[config.mk]
export PLATFORM = sky130hd
export DESIGN_NAME = dual_id_twi_slave
export DESIGN_NICKNAME = d
export VERILOG_FILES = /design/src/rtl/twi_pkg.sv /design/src/rtl/twi_sync.sv /design/src/rtl/twi_route.sv /design/src/rtl/dual_id_twi_slave.sv
export SDC_FILE = /design/constraint.sdc
export NUM_CORES = 1
export LEC_CHECK = 0
export BUFFER_PORTS_ARGS = -buffer_cell sky130_fd_sc_hd__buf_2
export CAP_MARGIN = 20
export CORE_UTILIZATION = 45
export DETAILED_ROUTE_END_ITERATION = 8
export PLACE_DENSITY = 0.64
export SLEW_MARGIN = 5
export SYNTH_ARGS = -nofsm -noshare
export SYNTH_HDL_FRONTEND = slang
export SYNTH_SLANG_ARGS = --single-unit
[constraint.sdc]
create_clock -name clk -period 2.8 [get_ports clk]
set_input_delay 0.42 -clock clk [delete_from_list [all_inputs] [get_ports clk]]
set_output_delay 0.42 -clock clk [all_outputs]
set_load 0.01 [all_outputs]
[src/rtl/twi_pkg.sv]
package twi_pkg;

    localparam int BYTE_W = 8;

    typedef enum logic [2:0] {
        ST_IDLE,
        ST_ADDR,
        ST_AACK,
        ST_WRX,
        ST_WACK,
        ST_TX,
        ST_RACK
    } st_e;

    typedef struct packed {
        st_e               st;
        logic [2:0]        cnt;
        logic              full;
        logic [BYTE_W-1:0] sr;
        logic [BYTE_W-1:0] tx;
        logic [BYTE_W-1:0] addr;
        logic              tgt;
        logic              rw;
        logic              aphase;
        logic              inc;
        logic              mack;
        logic              fetch;
        logic              oe;
        logic              we;
        logic              re;
        logic [BYTE_W-1:0] wd;
    } regs_t;

    localparam regs_t REGS_RST = '{
        st: ST_IDLE, cnt: 3'd0, full: 1'b0, sr: '0, tx: '0, addr: '0,
        tgt: 1'b0, rw: 1'b0, aphase: 1'b0, inc: 1'b0, mack: 1'b0,
        fetch: 1'b0, oe: 1'b0, we: 1'b0, re: 1'b0, wd: '0
    };

endpackage

[src/rtl/twi_sync.sv]
module twi_sync #(
    parameter int W      = 2,
    parameter int STAGES = 2
) (
    input  logic         clk,
    input  logic         rst_n,
    input  logic [W-1:0] pin_i,
    output logic [W-1:0] sync_o,
    output logic [W-1:0] prev_o
);

    for (genvar b = 0; b < W; b++) begin : g_line
        logic [STAGES-1:0] chain_q;
        logic              prev_q;

        always_ff @(posedge clk or negedge rst_n) begin
            if (!rst_n) begin
                chain_q <= '1;
                prev_q  <= 1'b1;
            end else begin
                chain_q <= {chain_q[STAGES-2:0], pin_i[b]};
                prev_q  <= chain_q[STAGES-1];
            end
        end

        assign sync_o[b] = chain_q[STAGES-1];
        assign prev_o[b] = prev_q;
    end

endmodule

[src/rtl/twi_route.sv]
module twi_route #(
    parameter int MEM_AW = 8,
    parameter int RTC_AW = 4
) (
    input  logic              sel_rtc_i,
    input  logic [7:0]        addr_i,
    input  logic [7:0]        wdata_i,
    input  logic              we_i,
    input  logic              re_i,
    output logic [MEM_AW-1:0] mem_addr_o,
    output logic [7:0]        mem_wdata_o,
    output logic              mem_we_o,
    output logic              mem_re_o,
    input  logic [7:0]        mem_rdata_i,
    output logic [RTC_AW-1:0] rtc_addr_o,
    output logic [7:0]        rtc_wdata_o,
    output logic              rtc_we_o,
    output logic              rtc_re_o,
    input  logic [7:0]        rtc_rdata_i,
    output logic [7:0]        rdata_o
);

    assign mem_addr_o  = addr_i[MEM_AW-1:0];
    assign rtc_addr_o  = addr_i[RTC_AW-1:0];
    assign mem_wdata_o = wdata_i;
    assign rtc_wdata_o = wdata_i;
    assign mem_we_o    = we_i & ~sel_rtc_i;
    assign mem_re_o    = re_i & ~sel_rtc_i;
    assign rtc_we_o    = we_i &  sel_rtc_i;
    assign rtc_re_o    = re_i &  sel_rtc_i;
    assign rdata_o     = sel_rtc_i ? rtc_rdata_i : mem_rdata_i;

endmodule

[src/rtl/dual_id_twi_slave.sv]
module dual_id_twi_slave
    import twi_pkg::*;
#(
    parameter int         MEM_AW      = 8,
    parameter int         RTC_AW      = 4,
    parameter logic [3:0] MEM_ID      = 4'b1010,
    parameter logic [3:0] RTC_ID      = 4'b1101,
    parameter int         SYNC_STAGES = 2
) (
    input  logic              clk,
    input  logic              rst_n,
    input  logic [2:0]        dev_sel_i,
    input  logic              scl_i,
    input  logic              sda_i,
    output logic              sda_oe_o,
    output logic [MEM_AW-1:0] mem_addr_o,
    output logic [7:0]        mem_wdata_o,
    output logic              mem_we_o,
    output logic              mem_re_o,
    input  logic [7:0]        mem_rdata_i,
    output logic [RTC_AW-1:0] rtc_addr_o,
    output logic [7:0]        rtc_wdata_o,
    output logic              rtc_we_o,
    output logic              rtc_re_o,
    input  logic [7:0]        rtc_rdata_i
);

    localparam logic [BYTE_W-1:0] MEM_MASK = BYTE_W'((9'd1 << MEM_AW) - 9'd1);
    localparam logic [BYTE_W-1:0] RTC_MASK = BYTE_W'((9'd1 << RTC_AW) - 9'd1);

    // line synchronizers: bit 0 = SCL, bit 1 = SDA
    logic [1:0] line_s, line_p;

    twi_sync #(.W(2), .STAGES(SYNC_STAGES)) u_sync (
        .clk    (clk),
        .rst_n  (rst_n),
        .pin_i  ({sda_i, scl_i}),
        .sync_o (line_s),
        .prev_o (line_p)
    );

    logic scl_s, sda_s, scl_p, sda_p;
    logic scl_rise, scl_fall, start_det, stop_det;

    assign scl_s     = line_s[0];
    assign sda_s     = line_s[1];
    assign scl_p     = line_p[0];
    assign sda_p     = line_p[1];
    assign scl_rise  =  scl_s & ~scl_p;
    assign scl_fall  = ~scl_s &  scl_p;
    assign start_det =  scl_s &  scl_p &  sda_p & ~sda_s;
    assign stop_det  =  scl_s &  scl_p & ~sda_p &  sda_s;

    regs_t q, d;
    logic [7:0] rdata_sel;

    // address byte decode
    logic id_mem, id_rtc, id_hit;
    logic [BYTE_W-1:0] tgt_mask, addr_inc;

    assign id_mem   = (q.sr[7:4] == MEM_ID);
    assign id_rtc   = (q.sr[7:4] == RTC_ID);
    assign id_hit   = (id_mem | id_rtc) & (q.sr[3:1] == dev_sel_i);
    assign tgt_mask = q.tgt ? RTC_MASK : MEM_MASK;
    assign addr_inc = (q.addr + BYTE_W'(1)) & tgt_mask;

    always_comb begin
        d       = q;
        d.we    = 1'b0;
        d.re    = 1'b0;
        d.fetch = 1'b0;
        if (q.re) begin
            d.tx = rdata_sel;
        end
        if (q.fetch) begin
            d.re = 1'b1;
        end

        if (start_det) begin
            d.st    = ST_ADDR;
            d.cnt   = 3'd0;
            d.full  = 1'b0;
            d.oe    = 1'b0;
            d.re    = 1'b0;
            d.fetch = 1'b0;
        end else if (stop_det) begin
            d.st    = ST_IDLE;
            d.oe    = 1'b0;
            d.re    = 1'b0;
            d.fetch = 1'b0;
        end else begin
            unique case (q.st)
                ST_ADDR, ST_WRX: begin
                    if (scl_rise) begin
                        d.sr  = {q.sr[6:0], sda_s};
                        d.cnt = 3'(q.cnt + 3'd1);
                        if (q.cnt == 3'd7) d.full = 1'b1;
                    end else if (scl_fall && q.full) begin
                        d.full = 1'b0;
                        if (q.st == ST_ADDR) begin
                            if (id_hit) begin
                                d.tgt = id_rtc;
                                d.rw  = q.sr[0];
                                d.oe  = 1'b1;
                                d.st  = ST_AACK;
                                d.re  = q.sr[0];
                            end else begin
                                d.st = ST_IDLE;
                            end
                        end else begin
                            d.oe = 1'b1;
                            d.st = ST_WACK;
                            if (q.aphase) begin
                                d.addr   = q.sr & tgt_mask;
                                d.aphase = 1'b0;
                            end else begin
                                d.we  = 1'b1;
                                d.wd  = q.sr;
                                d.inc = 1'b1;
                            end
                        end
                    end
                end
                ST_AACK: begin
                    if (scl_fall) begin
                        d.cnt = 3'd0;
                        if (q.rw) begin
                            d.st = ST_TX;
                            d.oe = ~q.tx[7];
                        end else begin
                            d.st     = ST_WRX;
                            d.oe     = 1'b0;
                            d.aphase = 1'b1;
                        end
                    end
                end
                ST_WACK: begin
                    if (scl_fall) begin
                        d.oe  = 1'b0;
                        d.st  = ST_WRX;
                        d.cnt = 3'd0;
                        if (q.inc) begin
                            d.addr = addr_inc;
                            d.inc  = 1'b0;
                        end
                    end
                end
                ST_TX: begin
                    if (scl_fall) begin
                        if (q.cnt == 3'd7) begin
                            d.oe = 1'b0;
                            d.st = ST_RACK;
                        end else begin
                            d.tx  = {q.tx[6:0], 1'b0};
                            d.oe  = ~q.tx[6];
                            d.cnt = 3'(q.cnt + 3'd1);
                        end
                    end
                end
                ST_RACK: begin
                    if (scl_rise) begin
                        d.mack = ~sda_s;
                        if (!sda_s) begin
                            d.addr  = addr_inc;
                            d.fetch = 1'b1;
                        end
                    end else if (scl_fall) begin
                        if (q.mack) begin
                            d.st  = ST_TX;
                            d.cnt = 3'd0;
                            d.oe  = ~q.tx[7];
                        end else begin
                            d.st = ST_IDLE;
                            d.oe = 1'b0;
                        end
                    end
                end
                default: ;
            endcase
        end
    end

    always_ff @(posedge clk or negedge rst_n) begin
        if (!rst_n) q <= REGS_RST;
        else        q <= d;
    end

    assign sda_oe_o = q.oe;

    twi_route #(.MEM_AW(MEM_AW), .RTC_AW(RTC_AW)) u_route (
        .sel_rtc_i   (q.tgt),
        .addr_i      (q.addr),
        .wdata_i     (q.wd),
        .we_i        (q.we),
        .re_i        (q.re),
        .mem_addr_o  (mem_addr_o),
        .mem_wdata_o (mem_wdata_o),
        .mem_we_o    (mem_we_o),
        .mem_re_o    (mem_re_o),
        .mem_rdata_i (mem_rdata_i),
        .rtc_addr_o  (rtc_addr_o),
        .rtc_wdata_o (rtc_wdata_o),
        .rtc_we_o    (rtc_we_o),
        .rtc_re_o    (rtc_re_o),
        .rtc_rdata_i (rtc_rdata_i),
        .rdata_o     (rdata_sel)
    );

endmodule

; After elaboration in Yosys (flattened, before gate mapping)
; Cells that the tools add are included.
[totals]
reg_bits = 54
inputBits = 23
elab_cells = 188
[op_classes]
add_sub_neg = 2
n_eq_ne = 40
muxes = 79
n_bitwise = 27
n_reduce_logical = 20
[op_table]
columns = operator, n
row1 = two-way mux 8 bit, 15
row2 = two-way mux 33 bit, 1
row3 = != test 4 bit (second input constant), 8
row4 = two-way mux 3 bit, 10
row5 = two-way mux 6 bit, 5
row6 = one-hot mux 6 bit (5 select lines), 1
row7 = two-way mux 1 bit, 26
row8 = two-way mux 12 bit, 2
row9 = != test 2 bit (second input constant), 12
row10 = != test 3 bit (second input constant), 8
row11 = one-hot mux 8 bit (3 select lines), 1
row12 = two-way mux 11 bit, 2
row13 = two-way mux 21 bit, 1
row14 = two-way mux 2 bit, 9
row15 = AND reduction 9 bit, 2
row16 = bitwise AND 8 bit, 2
row17 = AND reduction 8 bit, 2
row18 = AND reduction 7 bit, 2
row19 = bitwise AND 1 bit, 12
row20 = == test 3 bit (second input constant), 4
row21 = inverter 1 bit, 12
row22 = AND reduction 4 bit, 3
row23 = AND reduction 11 bit, 1
row24 = two-way mux 10 bit, 1
row25 = 20 further kinds, 26

; Longest topological paths before layout
; Gate-level depths: netlist of the first run.
[logic_depth]
word_depth = 10
depth_mapped = 9
depth_no_buf = 7

; Cells and area by module
; Synthesis of the first run repeated with hierarchy kept, for this count alone.
[unflattened]
cells_unflattened = 317
hier_area_um2 = 3315.7
[modules_own_cells]
columns = mod, n_inst, cells_each, area_per_inst_um2
row1 = dual_id_twi_slave, 1, 266, 2761.4
row2 = twi_route, 1, 41, 366.6
row3 = twi_sync, 1, 10, 187.7

; Worst setup path before layout of the first run
; Ideal clock, no wire load.
[synth_timing]
path_kind = reg2reg
from = register q[47] (netlist name)
to = register q[8] (netlist name)
arrival_time_ns = 1.925
required_time_ns = 2.658
slack_ns = 0.733
stages_incl_launch_ff = 9
n_path_buf = 2
synth_period_minus_slack_ns = 2.067
path_cell_list = dfrtp_1 buf_4 inv_1 ha_1 clkbuf_1 nand3_1 nor4_1 nand2b_1 a21oi_1
[synth_rtl]
columns = item, line
row1 = "start, declared", dual_id_twi_slave.sv:54  ; regs_t q, d;
row2 = "start signal, assigned", dual_id_twi_slave.sv:184  ; if (!rst_n) q <= REGS_RST;
row3 = "start signal, assigned", dual_id_twi_slave.sv:185  ; else q <= d;

; Final worst setup path of the first run
[layout_timing]
from = register q[47] (netlist name)
to = register q[5] (netlist name)
[layout_between]
elab_chain_cells = 3
elab_cells_between_ends = 5
cone_classes = 2 x eq/ne / 1 x bitwise / 2 x reduce/logical
[layout_rtl]
columns = item, line
row1 = == test 3 x 1 -> 1 bit or == test 3 x 2 -> 1 bit (tied branches), "dual_id_twi_slave.sv:92, dual_id_twi_slave.sv:100"
row2 = OR reduction 2 bit or inverter 1 bit (tied branches), --
row3 = AND reduction 7 bit (no source line) *, --
; Mark *: on every way between the ends. The rest lies on a longest branch, timed or not.
; A chain may end at the register's enable or synchronous reset.

==> results.md, run 1 <==
* Status: completed
* Worst setup margin at just under 600 ps
* Die Y at a little under 90 µm
* CTS clk-pin slew, worst paths at approximately 110 ps
* Die Area at between 7000 and 8000 µm²
* Crit path capture type: register
* Mapped Nets at ~360
* Clock latency on the worst-skew pair at about 310 ps
* Worst Path Max Fanout at 16
* Final Max Tran Viols at 0
* FFs w/ async S/R, synth at 100.0%
* Pwr dens at roughly 880 nW/µm²
* Fin crit share at ~80%
* Top cell type's share of synthesized area at a little over a third
* # diodes at 0
* Post-synth cell types at 56
* Leak at between 0.0015 and 0.002 µW
* Largest net degree at the start of global routing at 25
* Die W at ~87 µm
* Drc violations at 0
* Core area at 6907 µm²
* Post-synthesis sequential area ratio at 41.47%
* # rows at 30
* Post-synthesis area per instance at 9.900 µm²
* Critical path type: register to register
* Layout area overhead at 7.408%
* Clock Skew at roughly 8.9 ps
* Routed WL per cell at about 14 µm
* Clock root buffer: clkbuf_8
* CP arrival at 2420 ps
* HPWL Detailed at 4797 µm
* Initial DRT Pass Iterations at 4
* F_max at about 450 MHz
* Final hold slack at about 64 ps
* CTS tree: done
* Post-route ant nets at 0
* Clk sinks at 54
* Pre-CTS WS at around 550 ps
* Cts hold-fix bufs at 0
* Vias in the first global route at about 2300
* Unrepaired setup endpoints after global routing: false
* Clock Path Buffers at 2
* Initial DRC count at 91
* Final setup viols at 0
* Number of synthesis warnings at 0
* Seq cells post-synth at 54
* R2R Path End: q[5]$_DFFE_PN0P_
* Mapped cell area at 3277 µm²
* Max-slew headroom at a little under three fifths
* Setup repair bufs after CTS at 0
* Worst slew pin tran at approximately 640 ps
* Area leader, netlist: dfrtp_1
* Post-synth EDFFs at 0
* Antenna violations before repair at 0
* Initial core utilization at between 40% and 50%
* Min-Delay Path Class: input port to async pin
* Prevailing post-synth register cell: dfrtp_1
* Setup Total Neg Slack at 0 ps
* Crit path launch type: register
* Post_cts resized at 0
* I/O pins at 56
* Worst VDD drop at between 0.4 and 0.5 mV
* Gr usage total at approximately 18%
* Global-route wire length before repair at between 10000 and 15000 µm
* Tmin final at between 2000 and 2500 ps
* Vias post-DR at roughly 2400
* Gpl congestion at about 0.90
* Fin. Hold Viols at 0
* Syn Inst Count at about 330
* Share of layout cells above drive strength 1 at 32.30%
* Total CTS buffers at 5
* PortBufs at 55
* WP data required at around 3000 ps
* Htree depth at 2
* Post-Route WL at 6360 µm
* Final Power at 3088 µW
* Worst reg-to-reg setup slack at slightly below 600 ps
* Vias/cell at ~5.4
* RR Startpoint: q[47]$_DFFE_PN0P_
* Nets at about 380
* Worst R2R Path Depth at 5
* Synth area leaders: dfrtp_1, mux2_2, buf_4
* Grt ovf at 0
* MaxCap Viol Count at 0
## synthesized netlist by cell type (4+ instances only)
library cell and count:
dfrtp_1 48, buf_4 30, mux2_2 24, a21oi_1 23, nand2_1 22, nor2_1 18
o21ai_0 18, mux2i_1 12, inv_1 11, nand3_1 9, nand2b_1 8, nor3_1 7
clkbuf_1 6, dfstp_2 6, nor2b_1 6, xnor2_1 6, buf_2 5, ha_1 5
mux2_4 5, nand3b_1 5, nor3b_1 5, nand4_1 4
## layout by cell type (no fill, tap or decap), types with 3 or more instances in the layout
master,netlist,final
buf_2,5,55
dfrtp_1,48,48
mux2_2,24,24
a21oi_1,23,23
nand2_1,22,22
nor2_1,18,18
o21ai_0,18,18
mux2i_1,12,12
inv_1,11,11
nand3_1,9,9
nand2b_1,8,8
nor3_1,7,7
nor2b_1,6,6
xnor2_1,6,6
dfstp_2,6,6
nand3b_1,5,5
nor3b_1,5,5
mux2_4,5,5
ha_1,5,5
clkbuf_8,0,5
buf_4,30,5
nand4_1,4,4
a22oi_1,3,3
o21a_1,3,3
a31oi_1,3,3
o211ai_1,3,3
## logic make-up (layout without fill, tap and decap cells)
family                     Yosys count  in the layout  share of synthesized area, %
DFF                                 54             54                         41.47
xor gates and xnor gates             6              6                         1.604
AOI/OAI and AO/OA                   72             72                         14.17
adders and majority gates            5              5                         1.909
muxes                               41             41                         14.20
and+or+nand+nor                     99             99                         16.61
buffers and inverters               54             79                         10.04
## cell type report
class / instances / area [µm²]
multi-input combinational: 223 / 1589
tap: 96 / 120.1
sequential: 54 / 1359
clock inverter: 3 / 28.78
clock buffer: 5 / 68.82
fill: 697 / 3387
inverter: 11 / 41.29
timing repair buffer: 60 / 312.8
## worst max-delay path by stage
| stage | start | endpoint | slack, ps | depth (start not counted) |
|---|---|---|---|---|
| floorplan | q[47]$_DFFE_PN0P_ | q[8]$_DFF_PN0_ | 730 | 8 |
| global placement | q[47]$_DFFE_PN0P_ | q[3]$_DFFE_PN0P_ | 620 | 5 |
| detailed placement | q[47]$_DFFE_PN0P_ | q[3]$_DFFE_PN0P_ | 550 | 5 |
| CTS | q[47]$_DFFE_PN0P_ | q[2]$_DFFE_PN0P_ | 540 | 5 |
| global route | q[47]$_DFFE_PN0P_ | q[3]$_DFFE_PN0P_ | 430 | 5 |
| finish | q[47]$_DFFE_PN0P_ | q[5]$_DFFE_PN0P_ | 590 | 5 |
## metrics by stage
step	area, µm²	util (%)	instances
after global placement	3422	49.55	444
final	3520	50.96	452
after detailed placement	3422	49.55	444
after global routing	3520	50.96	452
after floorplan	3277	-	331
after CTS	3520	50.96	452
## registers in the layout, summed over array words and instances (netlist names)
name	count
sda_oe_o	1
u_sync.g_line.chain_q	4
q	47
u_sync.g_line.prev_q	2
## power breakdown
group,total [µW],switching [µW],internal [µW]
Clock,462,275,187
Combinational,1370,718,656
Sequential,1250,246,1010
Total,3090,1240,1850
## layer usage
layer	part of all wire, %	GRT usage, %	up-vias
met1	47	23.35	1178
met2	49	29.62	51
met5	0	0	-
met4	1.4	5.216	0
met3	3.1	3.033	9
li1	-	-	1198
## critical path, stage by stage (launching register included)
cell	delay, ps
dfrtp_1	390
inv_1	150
ha_1	510
nand2_1	240
nor3_4	440
mux2_2	380
Note: power is estimated with default switching activity, not from simulation.
==> run 2, diff against run 1 <==
--- a/config.mk
+++ b/config.mk
@@ -9,7 +9,7 @@
 export CAP_MARGIN = 20
 export CORE_UTILIZATION = 45
 export DETAILED_ROUTE_END_ITERATION = 8
-export PLACE_DENSITY = 0.64
+export PLACE_DENSITY = 0.67
 export SLEW_MARGIN = 5
 export SYNTH_ARGS = -nofsm -noshare
 export SYNTH_HDL_FRONTEND = slang
==> constraint.sdc (replaced) <==
create_clock -name clk -period 2 [get_ports clk]
set_input_delay 0.3 -clock clk [delete_from_list [all_inputs] [get_ports clk]]
set_output_delay 0.3 -clock clk [all_outputs]
set_load 0.01 [all_outputs]
==> results.md, run 2 (synthesized netlist as in run 1, its figures left out) <==
* Status: completed
* Worst VDD drop at 0.5372 mV (+28%)
* Die Area at 7627 µm² (unchanged)
* Global-route wire length before repair at 11860 µm (+13%)
* CTS tree: done
* Crit path capture type: register
* Unrepaired setup endpoints after global routing: false
* Setup repair bufs after CTS at 0 (unchanged)
* CP peak stage delay at 680 ps (+170 ps)
* Die W at 87.34 µm (unchanged)
* Vias in the first global route at 2436 (+8.2%)
* Clock root buffer: clkbuf_8
* Post-Route WL at 7211 µm (+13%)
* Initial DRC count at 80 (-12%)
* # diodes at 0 (unchanged)
* Drc violations at 0 (unchanged)
* Clk sinks at 54 (unchanged)
* Final setup viols at 0 (unchanged)
* Fin. Hold Viols at 0 (unchanged)
* CP arrival at 2120 ps (-300 ps)
* Leak at 0.001797 µW (+6.4%)
* Clock latency on the worst-skew pair at 320 ps (about the same)
* F_max at 523.4 MHz (+15%)
* Clock Skew at 6.111 ps (-2.770 ps)
* Routed WL per cell at 15.31 µm (+8.8%)
* Antenna violations before repair at 0 (unchanged)
* # rows at 30 (unchanged)
* Vias/cell at 5.448 (+1.1%)
* Initial DRT Pass Iterations at 4 (unchanged)
* CP max stage cell: dfstp_2
* Tmin final at 1910 ps (-295.9 ps)
* Most common cell after layout, fill and taps aside: buf_2
* Core area at 6907 µm² (unchanged)
* Initial core utilization at 47.45% (unchanged)
* Clock Path Buffers at 2 (unchanged)
* Max FFs per register at 47 (unchanged)
* Most frequent cells in the layout: buf_2, dfrtp_1, mux2_2
* Grt ovf at 0 (unchanged)
* Fin crit share at 95.52% (+17 points)
* PortBufs at 55 (unchanged)
* CTS clk-pin slew, worst paths at 100 ps (about the same)
* WP data required at 2210 ps (-800 ps)
* Vias post-DR at 2566 (+5.3%)
* Placed cells at 462 (+4.1%)
* Worst path buffer plus inverter count at 0 (-1)
* Critical path type: register to register
* Total CTS buffers at 5 (unchanged)
* MaxCap Viol Count at 0 (unchanged)
* Largest regs: q: 47 flops, u_sync.g_line.chain_q: 4 flops, u_sync.g_line.prev_q: 2 flops
* Share of layout cells above drive strength 1 at 36.80% (+4.5 points)
* Crit path cell chain: nand3b_1 > nor2_2 > o22a_2 > and2_4 > mux2_4
* Crit path launch type: register
* Worst path top cell family by delay: flip-flops
* Die Y at 87.34 µm (unchanged)
* Largest Register: q
* Setup Total Neg Slack at 0 ps (unchanged)
* Final core occ at 53.61% (+2.6 points)
* Final Max Tran Viols at 0 (unchanged)
* Worst Path Max Fanout at 14 (-2)
* Min-Delay Path Class: input port to register
* Htree depth at 2 (unchanged)
* Post-route ant nets at 0 (unchanged)
* Gpl congestion at 0.9284 (+2.9%)
* Layout Cells excl Fill at 471 (+4.2%)
* Largest net degree at the start of global routing at 26 (+4.0%)
* I/O pins at 56 (unchanged)
* Worst slew pin tran at 737.0 ps (+97.49 ps)
* HPWL Detailed at 5399 µm (+13%)
* Pwr dens at 1259 nW/µm² (+44%)
* Layout area overhead at 12.98%
* Gr usage total at 20.21% (+2.5 points)
* Nets at 402 (+5.0%)
* Max-slew headroom at 50.87% (-6.5 points)
[run 2: cell count changes in the layout (fill, tap and decap cells not counted), sizes merged]
cell | before | now
buf | 60 | 78
dlygate4sd3 | 0 | 1
[run 2: cell type report]
| cell class | count | area, µm² |
|---|---|---|
| timing repair buffer | 79 | 470.5 |
| clock buffer | 5 | 68.82 |
| sequential | 54 | 1361 |
| fill | 656 | 3204 |
| inverter | 11 | 41.29 |
| tap | 96 | 120.1 |
| clock inverter | 3 | 28.78 |
| multi-input combinational | 223 | 1612 |
[run 2: power by group]
group / total [µW] / switching (µW) / internal (µW)
combinational: 2220 / 1100 / 1110
sequential: 1780 / 373 / 1410
clock: 660 / 398 / 263
[run 2: path summary, 6_finish.rpt]
check	start	cells past startpoint	slack, ps	end
max	u_sync.g_line[0].prev_q$_DFF_PN1_	5	90	q[18]$_DFFE_PN0P_
max in group asynchronous	rst_n	3	980	q[16]$_DFFE_PN0P_
max reg2reg	u_sync.g_line[0].prev_q$_DFF_PN1_	5	90	q[18]$_DFFE_PN0P_
min in group asynchronous	rst_n	2	400	q[11]$_DFF_PN0_
min reg2reg	u_sync.g_line[1].chain_q[0]$_DFF_PN1_	0	360	u_sync.g_line[1].chain_q[1]$_DFF_PN1_
min	sda_i	1	60	u_sync.g_line[1].chain_q[0]$_DFF_PN1_
[run 2: what timing repair did]
action	4_1_cts	5_1_grt
endpoints found under the setup margin	0	12
hold endpoints to repair	12	0
resized for setup	0	4
hold buffers	1	0
[run 2: worst reg2reg max path, delay by kind of cell (launching register included)]
family / cells / cell delay [ps]
muxes: 1 / 310
AOI/OAI and AO/OA: 1 / 170
and+or+nand+nor: 3 / 640
DFF: 1 / 680
[run 2: per-stage QoR]
step                setup slack [ps]  power [µW]  area [µm²]  hold WS, ps
global placement               76.89        3944        3577        228.2
global route                   18.42        5026        3702        40.29
CTS                            53.60        4679        3685        52.18
finish                         89.59        4662        3702        63.89
detailed placement             81.29        3995        3577        221.2
floorplan                      9.059        3424        3288        4.409
[run 2: metal layers]
| metal | routed length (µm) | share of wire (%) | vias to the layer above | track usage, % |
|---|---|---|---|---|
| met5 | 0 | 0 | - | 0 |
| met4 | 89 | 1.2 | 0 | 5.961 |
| met2 | 3496 | 48 | 83 | 33.74 |
| li1 | - | - | 1234 | - |
| met1 | 3268 | 45 | 1239 | 26.39 |
| met3 | 357 | 5.0 | 10 | 4.171 |
